## src/rtl/excl_pkg.sv

```systemverilog
package excl_pkg;

  typedef enum logic [2:0] {
    OP_PLAIN = 3'd0,
    OP_LDX   = 3'd1,
    OP_STX   = 3'd2,
    OP_CLR   = 3'd3,
    OP_ERET  = 3'd4
  } excl_op_e;

  // decoded one-hot-or-zero command for the current cycle
  typedef struct packed {
    logic load;   // reserve a block
    logic store;  // try a conditional write
    logic drop;   // clear or exception return
    logic any;    // any accepted request
  } excl_cmd_t;

endpackage

```

## src/rtl/excl_decode.sv

```systemverilog
module excl_decode
  import excl_pkg::*;
(
  input  logic       valid,
  input  logic [2:0] op,
  output excl_cmd_t  cmd
);
  always_comb begin
    cmd = '0;
    cmd.any = valid;
    if (valid) begin
      case (op)
        OP_LDX:  cmd.load  = 1'b1;
        OP_STX:  cmd.store = 1'b1;
        OP_CLR:  cmd.drop  = 1'b1;
        OP_ERET: cmd.drop  = 1'b1;
        default: ;
      endcase
    end
  end
endmodule

```

## src/rtl/excl_block_match.sv

```systemverilog
module excl_block_match #(
  parameter int ADDR_W = 32,
  parameter int OFFS_W = 5
) (
  input  logic [ADDR_W-1:0] addr,
  input  logic [ADDR_W-1:0] marked_base,
  output logic [ADDR_W-1:0] addr_base,
  output logic              hit
);
  logic [ADDR_W-1:0] eq_bits;

  assign addr_base = {addr[ADDR_W-1:OFFS_W], {OFFS_W{1'b0}}};

  for (genvar i = 0; i < ADDR_W; i++) begin : g_cmp
    if (i < OFFS_W) begin : g_off
      assign eq_bits[i] = 1'b1;
    end else begin : g_tag
      assign eq_bits[i] = ~(addr[i] ^ marked_base[i]);
    end
  end

  assign hit = &eq_bits;
endmodule

```

## src/rtl/excl_state.sv

```systemverilog
module excl_state
  import excl_pkg::*;
#(
  parameter int ADDR_W = 32
) (
  input  logic              clk,
  input  logic              rst_n,
  input  excl_cmd_t         cmd,
  input  logic [ADDR_W-1:0] new_base,
  output logic              excl,
  output logic [ADDR_W-1:0] marked_base
);
  always_ff @(posedge clk) begin
    if (!rst_n) begin
      excl        <= 1'b0;
      marked_base <= '0;
    end else if (cmd.load) begin
      excl        <= 1'b1;
      marked_base <= new_base;
    end else if (cmd.store || cmd.drop) begin
      excl        <= 1'b0;
    end
  end
endmodule

```

## src/rtl/excl_status.sv

```systemverilog
module excl_status
  import excl_pkg::*;
(
  input  logic      clk,
  input  logic      rst_n,
  input  excl_cmd_t cmd,
  input  logic      pass,
  output logic      status,
  output logic      status_valid
);
  always_ff @(posedge clk) begin
    if (!rst_n) begin
      status       <= 1'b1;
      status_valid <= 1'b0;
    end else if (cmd.store) begin
      status       <= ~pass;
      status_valid <= 1'b1;
    end else if (cmd.any) begin
      status_valid <= 1'b0;
    end
  end
endmodule

```

## src/rtl/excl_monitor.sv

```systemverilog
module excl_monitor
  import excl_pkg::*;
#(
  parameter int ADDR_W        = 32,
  parameter int WORD_BYTES    = 4,
  parameter int GRANULE_WORDS = 8
) (
  input  logic              clk,
  input  logic              rst_n,
  input  logic              req_valid,
  input  logic [2:0]        req_op,
  input  logic [ADDR_W-1:0] req_addr,
  output logic              store_permit,
  output logic              stx_status,
  output logic              stx_status_valid,
  output logic              mon_excl
);
  localparam int GRAN_BYTES = GRANULE_WORDS * WORD_BYTES;
  localparam int OFFS_W     = $clog2(GRAN_BYTES);

  excl_cmd_t         cmd;
  logic [ADDR_W-1:0] marked_base;
  logic [ADDR_W-1:0] addr_base;
  logic              hit;

  excl_decode u_dec (
    .valid (req_valid),
    .op    (req_op),
    .cmd   (cmd)
  );

  excl_block_match #(.ADDR_W(ADDR_W), .OFFS_W(OFFS_W)) u_match (
    .addr        (req_addr),
    .marked_base (marked_base),
    .addr_base   (addr_base),
    .hit         (hit)
  );

  excl_state #(.ADDR_W(ADDR_W)) u_state (
    .clk         (clk),
    .rst_n       (rst_n),
    .cmd         (cmd),
    .new_base    (addr_base),
    .excl        (mon_excl),
    .marked_base (marked_base)
  );

  assign store_permit = cmd.store && mon_excl && hit;

  excl_status u_status (
    .clk          (clk),
    .rst_n        (rst_n),
    .cmd          (cmd),
    .pass         (store_permit),
    .status       (stx_status),
    .status_valid (stx_status_valid)
  );
endmodule

```

## config.mk

```make
export PLATFORM = sky130hd
export DESIGN_NAME = excl_monitor
export DESIGN_NICKNAME = d
export VERILOG_FILES = /design/src/rtl/excl_pkg.sv /design/src/rtl/excl_decode.sv /design/src/rtl/excl_block_match.sv /design/src/rtl/excl_state.sv /design/src/rtl/excl_status.sv /design/src/rtl/excl_monitor.sv
export SDC_FILE = /design/constraint.sdc
export NUM_CORES = 1
export LEC_CHECK = 0
export ABC_AREA = 1
export BUFFER_PORTS_ARGS = -buffer_cell sky130_fd_sc_hd__buf_4
export CAP_MARGIN = 0
export CORE_UTILIZATION = 50
export DETAILED_ROUTE_END_ITERATION = 6
export MAX_ROUTING_LAYER = met4
export PLACE_DENSITY = 0.82
export SLEW_MARGIN = 5
export SYNTH_ARGS = -nofsm -noshare
export SYNTH_HDL_FRONTEND = slang
export SYNTH_HIERARCHICAL = 1
export SYNTH_SLANG_ARGS = --single-unit
```

## constraint.sdc

```tcl
create_clock -name clk -period 1.2 [get_ports clk]
set_input_delay 0.06 -clock clk [delete_from_list [all_inputs] [get_ports clk]]
set_output_delay 0.06 -clock clk [all_outputs]
set_load 0.01 [all_outputs]
```

## Yosys cells after proc, flatten, opt, wreduce, memory -nomap -nowiden

Index checks and enable logic that the tools add are counted.

| cells by class | value |
|---|---|
| add/subtract/negate cells | 0 |
| $mul | 0 |
| div/mod/pow operators | 0 |
| magnitude comparators | 0 |
| equality and inequality tests | 4 |
| shift-type cells | 0 |
| multiplexer cells | 8 |
| bitwise gates (word level) | 55 |
| reduce and logical (&&, ||, !) cells | 7 |

Operator list:

| operator | count |
|---|---|
| 1-bit inverter | 28 |
| 27-bit AND reduction | 1 |
| 1-bit bitwise XOR | 27 |
| 1-bit two-way mux | 7 |
| 3-bit by 2-bit equality test with 1-bit output (second input constant) | 2 |
| 2-bit nonzero test | 2 |
| 3-bit by 1-bit equality test with 1-bit output (second input constant) | 1 |
| 3-bit equality test (second input constant) | 1 |
| 3-bit two-way mux | 1 |
| 1-bit logical AND | 2 |
| 2-bit OR reduction | 1 |
| 1-bit logical OR | 1 |

| storage, ports and cells | value |
|---|---|
| bits in registers | 30 |
| latch bits | 0 |
| bits in writable memories | 0 |
| bits in read-only memories | 0 |
| bits of input ports | 38 |
| output and inout bits | 4 |
| logic and storage cells | 78 |
| memories | 0 |

## Logic depth before layout (Yosys ltp)

| depth | value |
|---|---|
| depth in word-level cells | 7 |
| mapped depth | 13 |
| depth with buffers taken out | 13 |

## Hierarchy

Netlist, hierarchy kept.

By module, submodules not included:

| module | instances | cells each | area an instance (µm²) | sequential area each (µm²) |
|---|---|---|---|---|
| excl_state | 1 | 144 | 1161.1 | 660.6 |
| excl_block_match | 1 | 153 | 743.2 | 0.0 |
| excl_status | 1 | 11 | 80.1 | 40.0 |
| excl_decode | 1 | 14 | 66.3 | 0.0 |
| excl_monitor | 1 | 3 | 13.8 | 0.0 |

## Worst setup path before layout

Ideal clock, no wire load.

| path | value |
|---|---|
| path kind | register to register |
| start | reg u_state.marked_base[17] |
| end | reg u_status.status |
| setup time | 0.119 ns |
| arrival time | 1.135 ns |
| data required time | 1.081 ns |
| path slack | -0.054 ns |
| stages on the path, launching flop included | 14 |
| buffers on the path | 0 |
| period minus slack after synthesis | 1.254 ns |
| cells stage by stage | dfxtp_1 inv_1 nand2_1 nand2_1 nor2_1 nand2_1 nor2_1 nand2_1 nor2_2 inv_1 nor2_2 inv_1 nand2_1 nand3_1 |

| between the ends | value |
|---|---|
| longest elaborated chain between the ends | 5 |

Ends and longest elaborated chain:

| what | RTL line | RTL |
|---|---|---|
| start, declared | excl_state.sv:11 | `output logic [ADDR_W-1:0] marked_base` |
| start signal, assigned | excl_state.sv:19 | `marked_base <= new_base;` |
| 1-bit bitwise XOR | excl_block_match.sv:18 | `assign eq_bits[i] = ~(addr[i] ^ marked_base[i]);` |
| 1-bit inverter | excl_block_match.sv:18 |  |
| 27-bit AND reduction | excl_block_match.sv:22 | `assign hit = &eq_bits;` |
| via hit | excl_monitor.sv:24 | `logic hit;` |
| 1-bit logical AND | excl_monitor.sv:48 | `assign store_permit = cmd.store && mon_excl && hit;` |
| via store_permit | excl_monitor.sv:13 | `output logic store_permit,` |
| 1-bit inverter | excl_status.sv:16 | `status <= ~pass;` |
| end signal, assigned | excl_status.sv:16 |  |
| end, declared | excl_status.sv:8 | `output logic status,` |

The timed path passes the listed nets, and every way through them passes these cells.
A chain may end at the register's enable or synchronous reset.

## Worst setup path in the final report

| path | value |
|---|---|
| start | reg u_state.marked_base[19] |
| end | out store_permit |

| between the ends | value |
|---|---|
| longest elaborated chain between the ends | 4 |

Ends and longest elaborated chain:

| what | RTL line |
|---|---|
| 1-bit bitwise XOR | excl_block_match.sv:18 |
| 1-bit inverter | excl_block_match.sv:18 |
| 27-bit AND reduction | excl_block_match.sv:22 |
| via hit | excl_monitor.sv:24 |
| 1-bit logical AND | excl_monitor.sv:48 |
| end, declared | excl_monitor.sv:13 |

The timed path passes the listed nets, and every way through them passes these cells.

==> results_dict.tcl <==
set metrics [dict create \
    status "finished with violations" \
    violations "setup timing" \
    start_kind "register" \
    postPlaceCellArea_um2 1940 \
    clock.fmax_mhz 653 \
    yosys_warnings 6 \
    syn_avg_cell_area_um2 6.22 \
    syn_inst 299 \
    fin_nets 347 \
    path_clk_slew_ns 0.06 \
    worstPathCellList "nand2_1 -> inv_1 -> nor2_1 -> nor2_2 -> nand2_1 -> nor2_1 -> nand2_1 -> nor2_2 -> inv_1 -> nor2_2 -> buf_4" \
    die_w_um 63 \
    die-height_um 63 \
    cts_num_sinks 30 \
    grt_pass1_vias 1435 \
    path_delay_family "simple AND/OR/NAND/NOR gates" \
    grt_max_degree 31 \
    pre_cts_slack_ns -0.122 \
    skew_ns 0.00584 \
    drive_gt1_frac 0.233 \
    stdcell_count 355 \
    crit_type "reg -> out" \
    worst_setup_path_end_kind "output port" \
    antenna_found_initial 0 \
    via_per_inst 4.40 \
    hold_viol 0 \
    cp_num_buf_inv 3 \
    cts-root-buf "clkbuf_8" \
    cap_violations 0 \
    place_congestion 0.718 \
    rsz0062_at_grt "true" \
    place_inst 347 \
    setup_violations 2 \
    critPathMaxStageDelay_ns 0.35 \
    core_um2 3440 \
    io_pins 42 \
    stdcell_area_um2 2040 \
    setup_ws_ns -0.332 \
    first_pass_iters 4 \
    num_vias 1561 \
    drt_wl_total_um 3300 \
    grt_pass1_wl_um 5870 \
    syn_area_um2 1860 \
    layout_min_cycle_time_ns 1.53 \
    cts_tree "built" \
    routedWlPerCell_um 9.29 \
    rows 21 \
    htree_num_levels 2 \
    regArea_um2 613 \
    hp-class "in -> reg" \
    slew_headroom 0.646 \
    n_antenna_cell 0 \
    die_area_um2 3970 \
    multi_input_area_um2 823 \
    finalMaxSlewViolations 0 \
    p_per_area_nw_per_um2 1040 \
    critPathSlowestCell "dfxtp_1" \
    cts_max_path_buffers 2 \
    initial_utilization 0.541 \
    cts_hold_buf 0 \
    cp_data_arrival_time_ns 1.47 \
    overflow 0 \
    power_leakage_uw 0.00105 \
    fill_cells 354 \
    tns_ns -0.535 \
    finalCritPeriodShare 1.28 \
    vdd_drop_max_v 0.000641 \
    grtUsageTotal 0.189 \
    ant_nets 0 \
    crit_required_ns 1.14 \
    clk_latency_ns 0.28 \
    tightest_slew_ns 0.530 \
    area_delta_synth_final_pct 9.55 \
    drc 0 \
    io_buffers 36 \
    cts_buffers 5 \
    drt-initial-drc-count 57 \
    dpl.hpwl_um 2280 \
    crit_fanout 3 \
    syn_nets 337 \
]
[path summary, 6_finish.rpt]
path / from / cells past startpoint / end / slack, ns
worst min register to register: u_status/status_valid / 2 / u_status/status_valid / 0.48
worst max-delay path: u_state/marked_base[19] / 11 / store_permit / -0.33
worst min-delay path: req_addr[27] / 3 / u_state/marked_base[27] / 0.02
worst max register to register: u_state/marked_base[19] / 14 / u_status/status / -0.20
[tightest hold or removal path: stages]
cell and delay (ns):
buf_4 0.09, nor2_1 0.04, nor2_1 0.08
[power by group]
| part | switching (uW) | internal [uW] |
|---|---|---|
| registers | 22.6 | 1030 |
| clock network | 368 | 388 |
| logic | 154 | 151 |
[cell type report]
class | count | share of cell area
clock inverter | 2 | 0.00491
multi-input combinational | 188 | 0.404
inverter | 44 | 0.0810
clock buffer | 5 | 0.0338
timing repair buffer | 40 | 0.147
sequential | 30 | 0.301
tap | 46 | 0.0282
[stage by stage]
stage                     hold WS (ns)   util  total power (uW)
after floorplan                  0.145      -              1310
after global placement           0.301  0.563              1370
after detailed placement         0.308  0.563              1380
after CTS                       0.0159  0.589              2140
after global routing            0.0151  0.592              2250
final                           0.0191  0.592              2120
[cells in the final DEF (no fill, tap or decap), types with 2 or more instances in the layout]
master and n:
a21oi_2 2, buf_4 40, clkbuf_8 5, clkinv_2 2, dfxtp_1 20, dfxtp_2 10, inv_1 41, inv_2 3
nand2_1 63, nand2_2 4, nand3_1 3, nor2_1 74, nor2_2 6, o21ai_0 23, o21ai_1 4, xnor2_1 8
[sequential cells by signal, indices dropped and copies added, names as in the netlist]
register               flops
u_state/marked_base       27
u_state/excl               1
u_status/status            1
u_status/status_valid      1
[metal layers]
layer	track usage	wire, um
met5	-	0
met4	0.0262	12
met3	0.0639	144
met2	0.309	1580
met1	0.228	1560
[repair_timing]
item                                   CTS  global route
resized for setup                        3             7
setup endpoints to repair                2             2
buffers inserted                         1             0
endpoints found under the hold margin    0             0
pin swaps                                1             4
Power figures use the tool's default switching activity.
